$ cat config.mk
export PLATFORM = sky130hd
export DESIGN_NAME = fsave_ctrl
export DESIGN_NICKNAME = d
export VERILOG_FILES = /design/src/rtl/fsave_pkg.sv /design/src/rtl/fsave_seq.sv /design/src/rtl/fsave_eraser.sv /design/src/rtl/fsave_array.sv /design/src/rtl/fsave_ctrl.sv
export SDC_FILE = /design/constraint.sdc
export NUM_CORES = 2
export LEC_CHECK = 0
export BUFFER_PORTS_ARGS = -buffer_cell sky130_fd_sc_hd__buf_2
export CORE_MARGIN = 2
export CORE_UTILIZATION = 50
export CTS_BUF_LIST = sky130_fd_sc_hd__clkbuf_2 sky130_fd_sc_hd__clkbuf_4 sky130_fd_sc_hd__clkbuf_8
export DETAILED_ROUTE_END_ITERATION = 10
export PLACE_DENSITY = 0.69
export REMOVE_ABC_BUFFERS = 1
export SYNTH_ARGS = -nofsm -noshare
export SYNTH_HDL_FRONTEND = slang
export SYNTH_SLANG_ARGS = --single-unit
$ cat constraint.sdc
create_clock -name clk -period 12.7 [get_ports clk]
set_input_delay 2.54 -clock clk [delete_from_list [all_inputs] [get_ports clk]]
set_output_delay 2.54 -clock clk [all_outputs]
set_load 0.02 [all_outputs]
$ cat src/rtl/fsave_pkg.sv
// Shared types and protocol constants for the flash backup sequencer.
// Assumes a 16-bit write address and byte data.
package fsave_pkg;
    typedef enum logic [2:0] {
        M_BASE,
        M_ID,
        M_ERASE,
        M_PROG,
        M_BANK
    } fmode_t;

    localparam logic [15:0] KEY_ADDR_A = 16'h5555;
    localparam logic [15:0] KEY_ADDR_B = 16'h2AAA;
    localparam logic [7:0]  KEY_A      = 8'hAA;
    localparam logic [7:0]  KEY_B      = 8'h55;
    localparam logic [7:0]  OP_ID      = 8'h90;
    localparam logic [7:0]  OP_ID_EXIT = 8'hF0;
    localparam logic [7:0]  OP_ERASE   = 8'h80;
    localparam logic [7:0]  OP_PROG    = 8'hA0;
    localparam logic [7:0]  OP_BANK    = 8'hB0;
    localparam logic [7:0]  OP_CHIP    = 8'h10;
    localparam logic [7:0]  OP_SECT    = 8'h30;
endpackage

$ cat src/rtl/fsave_seq.sv
// Command sequencer: decodes unlock steps and command bytes, and holds
// the mode, step, bank and detection flags. It issues single-byte array
// writes and erase range requests. It assumes the caller keeps busy high
// for the whole of a sweep, and it ignores writes while busy is high.
module fsave_seq
    import fsave_pkg::*;
#(
    parameter int BANK_AW = 8
) (
    input  logic               clk,
    input  logic               rst_n,
    input  logic               wr_en,
    input  logic [15:0]        wr_addr,
    input  logic [7:0]         wr_data,
    input  logic               busy,
    output logic               put_en,
    output logic [BANK_AW:0]   put_idx,
    output logic [7:0]         put_data,
    output logic               er_start,
    output logic [BANK_AW:0]   er_first,
    output logic [BANK_AW:0]   er_last,
    output logic               bank,
    output logic               flash_det,
    output logic               id_active,
    output logic               size_128k,
    output logic               sram_64k
);
    localparam int SECT_AW = BANK_AW - 4;

    fmode_t     mode, n_mode;
    logic [1:0] step, n_step;
    logic       n_flash, n_big, n_sram, n_bank;

    // Decode one write into the next state and the array actions.
    always_comb begin
        n_mode   = mode;
        n_step   = step;
        n_flash  = flash_det;
        n_big    = size_128k;
        n_sram   = sram_64k;
        n_bank   = bank;
        put_en   = 1'b0;
        put_idx  = {bank, wr_addr[BANK_AW-1:0]};
        put_data = wr_data;
        er_start = 1'b0;
        er_first = '0;
        er_last  = '0;
        if (wr_en && !busy) begin
            if (wr_addr == KEY_ADDR_A && mode != M_PROG) begin
                if (step == 2'd0 && wr_data == KEY_A) begin
                    n_flash = 1'b1;
                    n_step  = 2'd1;
                end else if (step == 2'd2) begin
                    n_step = 2'd0;
                    case (wr_data)
                        OP_ID:      if (mode == M_BASE) n_mode = M_ID;
                        OP_ERASE:   if (mode == M_BASE) n_mode = M_ERASE;
                        OP_ID_EXIT: if (mode == M_ID) n_mode = M_BASE;
                        OP_PROG:    if (mode == M_BASE) n_mode = M_PROG;
                        OP_BANK: begin
                            n_big = 1'b1;
                            if (mode == M_BASE) n_mode = M_BANK;
                        end
                        OP_CHIP: if (mode == M_ERASE) begin
                            er_start = 1'b1;
                            er_last  = size_128k ? '1 : {1'b0, {BANK_AW{1'b1}}};
                            n_mode   = M_BASE;
                        end
                        default: ;
                    endcase
                end
                if (!n_flash) put_en = 1'b1;
            end else if (wr_addr == KEY_ADDR_B && wr_data == KEY_B && step == 2'd1) begin
                n_step = 2'd2;
            end else if (step == 2'd2 && mode == M_ERASE && wr_data == OP_SECT) begin
                er_start = 1'b1;
                er_first = {bank, wr_addr[BANK_AW-1 -: 4], {SECT_AW{1'b0}}};
                er_last  = {bank, wr_addr[BANK_AW-1 -: 4], {SECT_AW{1'b1}}};
                n_mode   = M_BASE;
                n_step   = 2'd0;
            end else if (step == 2'd0 && mode == M_BANK && wr_addr == 16'h0000) begin
                n_bank = wr_data[0];
                n_mode = M_BASE;
            end else if (step == 2'd0 && mode == M_PROG) begin
                put_en = 1'b1;
                n_mode = M_BASE;
            end else if (!flash_det) begin
                put_en = 1'b1;
                if (wr_addr[15]) n_sram = 1'b1;
            end
        end
    end

    // Hold the protocol state.
    always_ff @(posedge clk) begin
        if (!rst_n) begin
            mode      <= M_BASE;
            step      <= 2'd0;
            flash_det <= 1'b0;
            size_128k <= 1'b0;
            sram_64k  <= 1'b0;
            bank      <= 1'b0;
        end else begin
            mode      <= n_mode;
            step      <= n_step;
            flash_det <= n_flash;
            size_128k <= n_big;
            sram_64k  <= n_sram;
            bank      <= n_bank;
        end
    end

    assign id_active = (mode == M_ID);


    flash_sticky_chk: assert property (@(posedge clk) disable iff (!rst_n)
        flash_det |=> flash_det);

    big_sticky_chk: assert property (@(posedge clk) disable iff (!rst_n)
        size_128k |=> size_128k);

    sram_sticky_chk: assert property (@(posedge clk) disable iff (!rst_n)
        sram_64k |=> sram_64k);

    id_from_base_chk: assert property (@(posedge clk) disable iff (!rst_n)
        $rose(id_active) |-> $past(mode) == M_BASE);
endmodule

$ cat src/rtl/fsave_eraser.sv
// Erase sweep engine: on start it writes 0xFF to every index from first
// to last, one byte per cycle, holding busy high the whole time. It
// assumes first <= last and that no start arrives while busy.
module fsave_eraser #(
    parameter int MEM_AW = 9
) (
    input  logic              clk,
    input  logic              rst_n,
    input  logic              start,
    input  logic [MEM_AW-1:0] first,
    input  logic [MEM_AW-1:0] last,
    output logic              busy,
    output logic [MEM_AW-1:0] ptr
);
    logic [MEM_AW-1:0] end_r;

    // Step the sweep pointer and drop busy after the last index.
    always_ff @(posedge clk) begin
        if (!rst_n) begin
            busy  <= 1'b0;
            ptr   <= '0;
            end_r <= '0;
        end else if (start) begin
            busy  <= 1'b1;
            ptr   <= first;
            end_r <= last;
        end else if (busy) begin
            if (ptr == end_r) busy <= 1'b0;
            else ptr <= ptr + 1'b1;
        end
    end


    start_idle_chk: assert property (@(posedge clk) disable iff (!rst_n)
        start |-> !busy);

    sweep_step_chk: assert property (@(posedge clk) disable iff (!rst_n)
        (busy && ptr != end_r) |=> (busy && ptr == $past(ptr) + 1'b1));
endmodule

$ cat src/rtl/fsave_array.sv
// Byte backing array with one write port and a registered read port.
// The read returns the contents from before a same-edge write. dirty
// follows each accepted write by one cycle. Contents are not reset.
module fsave_array #(
    parameter int MEM_AW = 9
) (
    input  logic              clk,
    input  logic              rst_n,
    input  logic              we,
    input  logic [MEM_AW-1:0] widx,
    input  logic [7:0]        wdata,
    input  logic [MEM_AW-1:0] ridx,
    output logic [7:0]        rd_data,
    output logic              dirty
);
    localparam int DEPTH = 1 << MEM_AW;

    logic [7:0] mem [DEPTH];

    // Store a byte and read the addressed byte.
    always_ff @(posedge clk) begin
        if (we) mem[widx] <= wdata;
        rd_data <= mem[ridx];
    end

    // Flag a modification one cycle after it happens.
    always_ff @(posedge clk) begin
        if (!rst_n) dirty <= 1'b0;
        else dirty <= we;
    end
endmodule

$ cat src/rtl/fsave_ctrl.sv
// Top of the flash backup sequencer. It joins the command sequencer,
// the erase sweep engine and the byte array. Sweep writes and command
// writes never overlap, because the sequencer is quiet while busy.
module fsave_ctrl #(
    parameter int BANK_AW = 8
) (
    input  logic               clk,
    input  logic               rst_n,
    input  logic               wr_en,
    input  logic [15:0]        wr_addr,
    input  logic [7:0]         wr_data,
    input  logic [BANK_AW-1:0] rd_addr,
    output logic [7:0]         rd_data,
    output logic               busy,
    output logic               dirty,
    output logic               flash_det,
    output logic               id_active,
    output logic               size_128k,
    output logic               sram_64k
);
    localparam int MEM_AW = BANK_AW + 1;

    logic              put_en, er_start, bank;
    logic [MEM_AW-1:0] put_idx, er_first, er_last, er_ptr;
    logic [7:0]        put_data;
    logic              a_we;
    logic [MEM_AW-1:0] a_idx;
    logic [7:0]        a_data;

    fsave_seq #(.BANK_AW(BANK_AW)) i_seq (
        .clk(clk), .rst_n(rst_n), .wr_en(wr_en), .wr_addr(wr_addr),
        .wr_data(wr_data), .busy(busy), .put_en(put_en), .put_idx(put_idx),
        .put_data(put_data), .er_start(er_start), .er_first(er_first),
        .er_last(er_last), .bank(bank), .flash_det(flash_det),
        .id_active(id_active), .size_128k(size_128k), .sram_64k(sram_64k)
    );

    fsave_eraser #(.MEM_AW(MEM_AW)) i_eraser (
        .clk(clk), .rst_n(rst_n), .start(er_start), .first(er_first),
        .last(er_last), .busy(busy), .ptr(er_ptr)
    );

    // Select the sweep or the command write for the array port.
    always_comb begin
        a_we   = busy | put_en;
        a_idx  = busy ? er_ptr : put_idx;
        a_data = busy ? 8'hFF : put_data;
    end

    fsave_array #(.MEM_AW(MEM_AW)) i_array (
        .clk(clk), .rst_n(rst_n), .we(a_we), .widx(a_idx), .wdata(a_data),
        .ridx({bank, rd_addr}), .rd_data(rd_data), .dirty(dirty)
    );


    erase_dirty_chk: assert property (@(posedge clk) disable iff (!rst_n)
        busy |=> dirty);

    busy_quiet_chk: assert property (@(posedge clk) disable iff (!rst_n)
        busy |-> !put_en);
endmodule

Yosys cells after proc, flatten, opt, wreduce, memory -nomap -nowiden

Memories as Yosys holds them, arrays and structs flattened. A register that Yosys moved wholly into a read port is not among the register bits.
Cells that the tools add are included.

Word-level logic and storage cells: 136
Bits in writable memories: 4096
Memories kept: 1
Output and inout bits: 14
Flip-flop bits (word level): 29

Memory list:

| name        | words | width | read ports | clocked after memory_dff | write ports | line              | RTL |
|---|---|---|---|---|---|---|---|
| i_array.mem | 512   | 8     | 1          | 1                        | 1           | fsave_array.sv:18 | `logic [7:0] mem [DEPTH];` |

Bitwise gates (word level): 8
Muxes and demuxes: 61
Add/subtract/negate cells: 1
Equal/unequal tests: 31
Reductions and logical operators: 24

Operators with widths:

| kind                 | count |
|---|---|
| $mux 9               | 17 |
| $eq 8x8->1 const B   | 6 |
| $mux 3               | 13 |
| $mux 1               | 24 |
| $ne 3x3->1 const B   | 7 |
| $pmux 3 s6           | 1 |
| $eq 16x14->1 const B | 1 |
| $eq 16x15->1 const B | 1 |
| $logic_not 16->1     | 1 |
| $reduce_and 12->1    | 1 |
| $logic_and 1x1->1    | 10 |
| $mux 2               | 5 |
| $reduce_and 5->1     | 2 |
| $add 9x1->9 const B  | 1 |
| $eq 9x9->1           | 1 |
| $eq 8x5->1 const B   | 1 |
| $eq 8x6->1 const B   | 1 |
| $eq 8x7->1 const B   | 1 |
| $mux 8               | 1 |
| $reduce_and 8->1     | 1 |
| $ne 7x7->1 const B   | 1 |
| $not 1->1            | 7 |
| $eq 3x2->1 const B   | 2 |
| $ne 2x2->1 const B   | 3 |
| other kinds (15)     | 16 |

Longest topological paths before layout

Word-level depth: 11
Depth in mapped cells: 13
Mapped depth without buffers: 7

Modules after synthesis

Synthesis repeated with hierarchy kept, for this count alone.

Cell total of the unflattened synthesis: 8301
Area, all modules: 162163.0 µm²

Modules (own cells, without submodules):

| module       | cells each | sequential area each (µm²) | area each (µm²) | times used |
|---|---|---|---|---|
| fsave_array  | 8033       | 123178.1                   | 159884.6        | 1 |
| fsave_seq    | 144        | 180.2                      | 1073.5          | 1 |
| fsave_eraser | 104        | 380.4                      | 1017.2          | 1 |
| fsave_ctrl   | 20         | 0.0                        | 187.7           | 1 |

Worst setup path after synthesis

Ideal clock, no wire load.

Path kind: input -> register
Start point: in wr_data[5]
End point: mem i_array.mem[0][5], data pin
Path slack: 5567 ps
Cell stages on the path: 2
Required time: 11791 ps
Data arrival time: 6224 ps
Setup time: 909 ps
Path through: clkbuf_1 or2_2

Word-level cells in the longest chain between the ends: 1

Ends and longest elaborated chain:

| what            | line              | RTL |
|---|---|---|
| start, declared | fsave_ctrl.sv:11  | `input logic [7:0] wr_data,` |
| $mux 8          | fsave_ctrl.sv:47  | `a_data = busy ? 8'hFF : put_data;` |
| via a_data[5]   | fsave_ctrl.sv:28  | `logic [7:0] a_data;` |
| end, declared   | fsave_array.sv:18 |  |

The timed path passes the listed nets, and every way through them passes these cells.

==> metrics.md <==
| Metric | Value |
|---|---|
| Top cell family by delay on the critical path | simple AND/OR/NAND/NOR gates |
| Fraction of power consumed by combinational cells | 0.048 |
| Hold Fails Final Rpt | 0 |
| Final max-slew violation count | 0 |
| Number of placed I/O pins | 49 |
| Number of buffer cells added on primary ports | 48 |
| Die height | 573 um |
| Effective utilization at floorplan | 0.501 |
| Sequential share of the synthesized area | 0.763 |
| Total power density per cell area | 152 nW/um2 |
| Post-route fraction of the period consumed by the critical path | 0.539 |
| Total negative setup slack | 0 ns |
| Class of the most critical setup path | input pin to flop |
| P&R area growth vs syn | 10.3% |
| Max H-tree Level | 6 |
| Clock tree buffer depth | 4 |
| Number of enable flip-flop cells after synthesis | 4,096 |
| Transition time at the pin with the least slew margin | ~1.4 ns |
| TritonCTS clock tree | built |
| Max VDD drop | around 0.11 mV |
| Number of buffers added for setup after CTS | 0 |
| Placement-stage cell area | around 170,000 um2 |
| Number of standard cells after synthesis | 8,277 |
| Cell Chain, Critical Path | buf_4 > nand2_4 > buf_12 > buf_4 > o221ai_1 > o22ai_1 > a22oi_1 > nand4_1 > nand4_1 > and4b_1 |
| Ratio of cells with drive above 1 in the final layout | 0.210 |
| Die X-Extent | roughly 570 um |
| Root buf cell | sky130_fd_sc_hd__clkbuf_8 |
| Clock buffers created by TritonCTS | 640 |
| Cell with the most instances after synthesis | sky130_fd_sc_hd__edfxtp_1 |
| Worst path bufs/invs | 3 |
| Post-layout util | 0.553 |
| Global-route wire length before repair | 599,000 um |
| GPL Wtd Cong | ~0.89 |
| Share of Yosys cell area claimed by the top area cell type | 0.759 |
| Clock sinks | ~4,100 |
| Total wirelength of the detailed-routed design | 416,000 um |
| Netlist area before placement | 162,000 um2 |
| Antenna violations before repair | 22 |
| Register share of total power | 0.553 |
| Cell type contributing the most total cell area after synthesis | sky130_fd_sc_hd__edfxtp_1 |
| Xor/xnor cell area share of the yosys netlist | 0.000702 |
| Clock latency on the worst-skew pair | 1.21 ns |
| Count of yosys warnings during synthesis | 0 |
| Final net count | 8,597 |
| Final setup violating endpoints | 0 |
| Row Count | 209 |
| Iteration-0 DRC count of the detailed router | 10,700 |
| Netlist cell types | 73 |
| Core Area | 323,000 um2 |
| Power consumption | 27.2 mW |
| Share of synthesized flip-flops with an asynchronous set or reset | 0 |
| Total congestion overflow after global routing | 0 |
| Top post-synthesis cells by area | sky130_fd_sc_hd__edfxtp_1, sky130_fd_sc_hd__mux4_2, sky130_fd_sc_hd__mux2i_1 |
| Maximum fanout count along the critical path | between 100 and 150 |
| Multiplexer share of the synthesized area | 0.144 |
| Remaining routing DRC violations | 1 |
| Most numerous cell types in the synthesized netlist | sky130_fd_sc_hd__edfxtp_1, sky130_fd_sc_hd__mux2i_1, sky130_fd_sc_hd__mux4_2 |
| Detailed-router iteration count before antenna repair | 9 |
| Clock network fraction of design power | 0.399 |
| Number of maximum-capacitance violations | 0 |
| Run status | finished, violations left |
| Pin count of the biggest net entering global routing | 232 |
| Register clock-pin slew on the reported worst setup and hold paths | about 0.060 ns |
| Post-synthesis compound-gate area fraction | 0.0421 |
| Routed vias/inst | approximately 6.3 |
| Startpoint type of the worst setup path | input pin |
| Layout Cell Area excl Fill | 179,000 um2 |
| Most used flip-flop cell after synthesis | sky130_fd_sc_hd__edfxtp_1 |
| Rel. slew slack | 0.0461 |
| Mean post-synth cell area | slightly below 20 um2 |
| Total internal power | 21.1 mW |
| Sw Ratio | 0.225 |
| Number of instances resized during post-cts repair | 0 |
| #FFs+latches synth | slightly above 4,000 |
| Violations in the final reports | design-rule violations |
| Final setup skew | between 0.08 and 0.09 ns |
| CTS hold repair buffers | 0 |
| Setup repair after global routing missed its margin | no |
| Critical Path AT | 7.90 ns |
| Largest family of logic cells by synthesized area | multiplexers |
| Max Freq | 146 MHz |
| DR vias | 84,700 |
| Type of the most critical hold path | flop to flop |
| Leakage power summed over all cells | about 56 nW |
| CP max-delay cell | sky130_fd_sc_hd__buf_4 |
| Fraction of the mapped netlist area in simple logic gates | 0.0319 |
| Largest stage delay, worst path | around 0.74 ns |
| Wire per inst | 31.1 um |
| Required @ worst endpoint | ~14 ns |
| Min Tclk post-route | 6.85 ns |
| Area enclosed by the die boundary | 329,000 um2 |
| Kind of end point of the critical path | flop |
| Number of nets still failing antenna checks after routing | 0 |
| All-Layer GR Usage | 0.249 |
| Fraction of the mapped netlist area in adder cells | 0.0000772 |
| Switching power summed over all nets | 6.11 mW |
| DP HPWL | 245,000 um |
| Vias in the first global route | approximately 85,000 |
-- layer usage --
metal | track usage | routed length, um | part of all wire | vias up
met3 | 0.0556 | 42400 | 0.10 | 900
met2 | 0.391 | 197000 | 0.47 | 4895
met1 | 0.339 | 158000 | 0.38 | 43900
li1 | - | - | - | 35000
met5 | 0 | 34 | 0.000082 | -
met4 | 0.104 | 18800 | 0.045 | 6
-- through the flow --
step                      hold slack, ns  worst slack (ns)  cells
after floorplan                    0.440              1.92   7744
after global placement             0.460              4.79  12200
after detailed placement           0.459              4.81  12200
after CTS                          0.469              6.09  13400
after global routing               0.499              5.83  13400
final                              0.469              5.85  13400
-- flip-flops by register name, summed over array words and instances (netlist names) --
signal / count
i_array.rd_data: 8
i_eraser.busy: 1
i_seq.mode: 3
i_seq.flash_det: 1
i_seq.size_128k: 1
i_eraser.end_r: 6
i_seq.step: 2
i_eraser.ptr: 9
i_seq.bank: 1
i_seq.sram_64k: 1
i_array.mem: 4096
i_array.dirty: 1
-- power groups by stage --
stage	combinational [mW]	clock [mW]	sequential, mW
2_1_floorplan	0.634	0	15.3
3_3_place_gp	1.29	0	15.3
3_5_place_dp	1.31	0	15.3
4_1_cts	1.31	10.9	15.0
5_1_grt	1.37	11.5	15.0
6_report	1.32	10.8	15.0
-- tightest hold or removal path, cell delays in order, from the launching register on --
cell and delay [ns]:
sky130_fd_sc_hd__dfxtp_1 0.32, sky130_fd_sc_hd__inv_1 0.05, sky130_fd_sc_hd__a21oi_1 0.05
-- worst paths after layout --
kind                                                startpoint                             end  slack [ns]  depth (start not counted)
worst min-delay path            i_eraser.end_r[3]$_SDFFE_PN0P_  i_eraser.end_r[3]$_SDFFE_PN0P_        0.47                          2
worst min register to register  i_eraser.end_r[3]$_SDFFE_PN0P_  i_eraser.end_r[3]$_SDFFE_PN0P_        0.47                          2
worst max-delay path                                rd_addr[2]      i_array.rd_data[7]$_DFF_P_        5.85                         10
worst max register to register      i_seq.mode[2]$_SDFFE_PN0P_    i_array.mem[46][2]$_DFFE_PP_        7.90                          9
-- cells by family (layout without fill, tap and decap cells) --
kind of cell,after synthesis,count (layout)
and+or+nand+nor,1145,1145
AOI/OAI and AO/OA,962,962
muxes,1479,1479
buffers and inverters,547,1337
other,0,11
adders and majority gates,1,1
xor gates and xnor gates,13,13
DFF,4130,4130
-- layout by cell type, fill, tap and decap left out, drive strengths merged, types with 9 or more instances in the layout --
cell type / count
nand2b: 10
xnor2: 10
a21oi: 183
mux2i: 799
a32oi: 10
a211oi: 12
nor4: 26
inv: 47
o221ai: 325
clkinv: 213
dfxtp: 34
a222oi: 14
o31ai: 19
a22oi: 41
clkinvlp: 10
edfxtp: 4096
clkbuf: 885
or2: 9
nor2: 619
nor2b: 10
a2111oi: 16
nor3: 111
o21ai: 109
mux4: 679
nand3: 73
nand4: 62
o22ai: 159
a31oi: 13
o2bb2ai: 16
buf: 175
diode: 11
nand2: 167
nor4b: 9
-- final cells by class --
cell class                 count  area [um2]
antenna                       11        27.5
clock buffer                 885       10700
clock inverter               263        1690
fill                       24100      145000
inverter                      14        65.1
multi-input combinational   3600       35600
sequential                  4130      124000
tap                         4325        5410
timing repair buffer         175        1600
(Power assumes the default switching activity.)
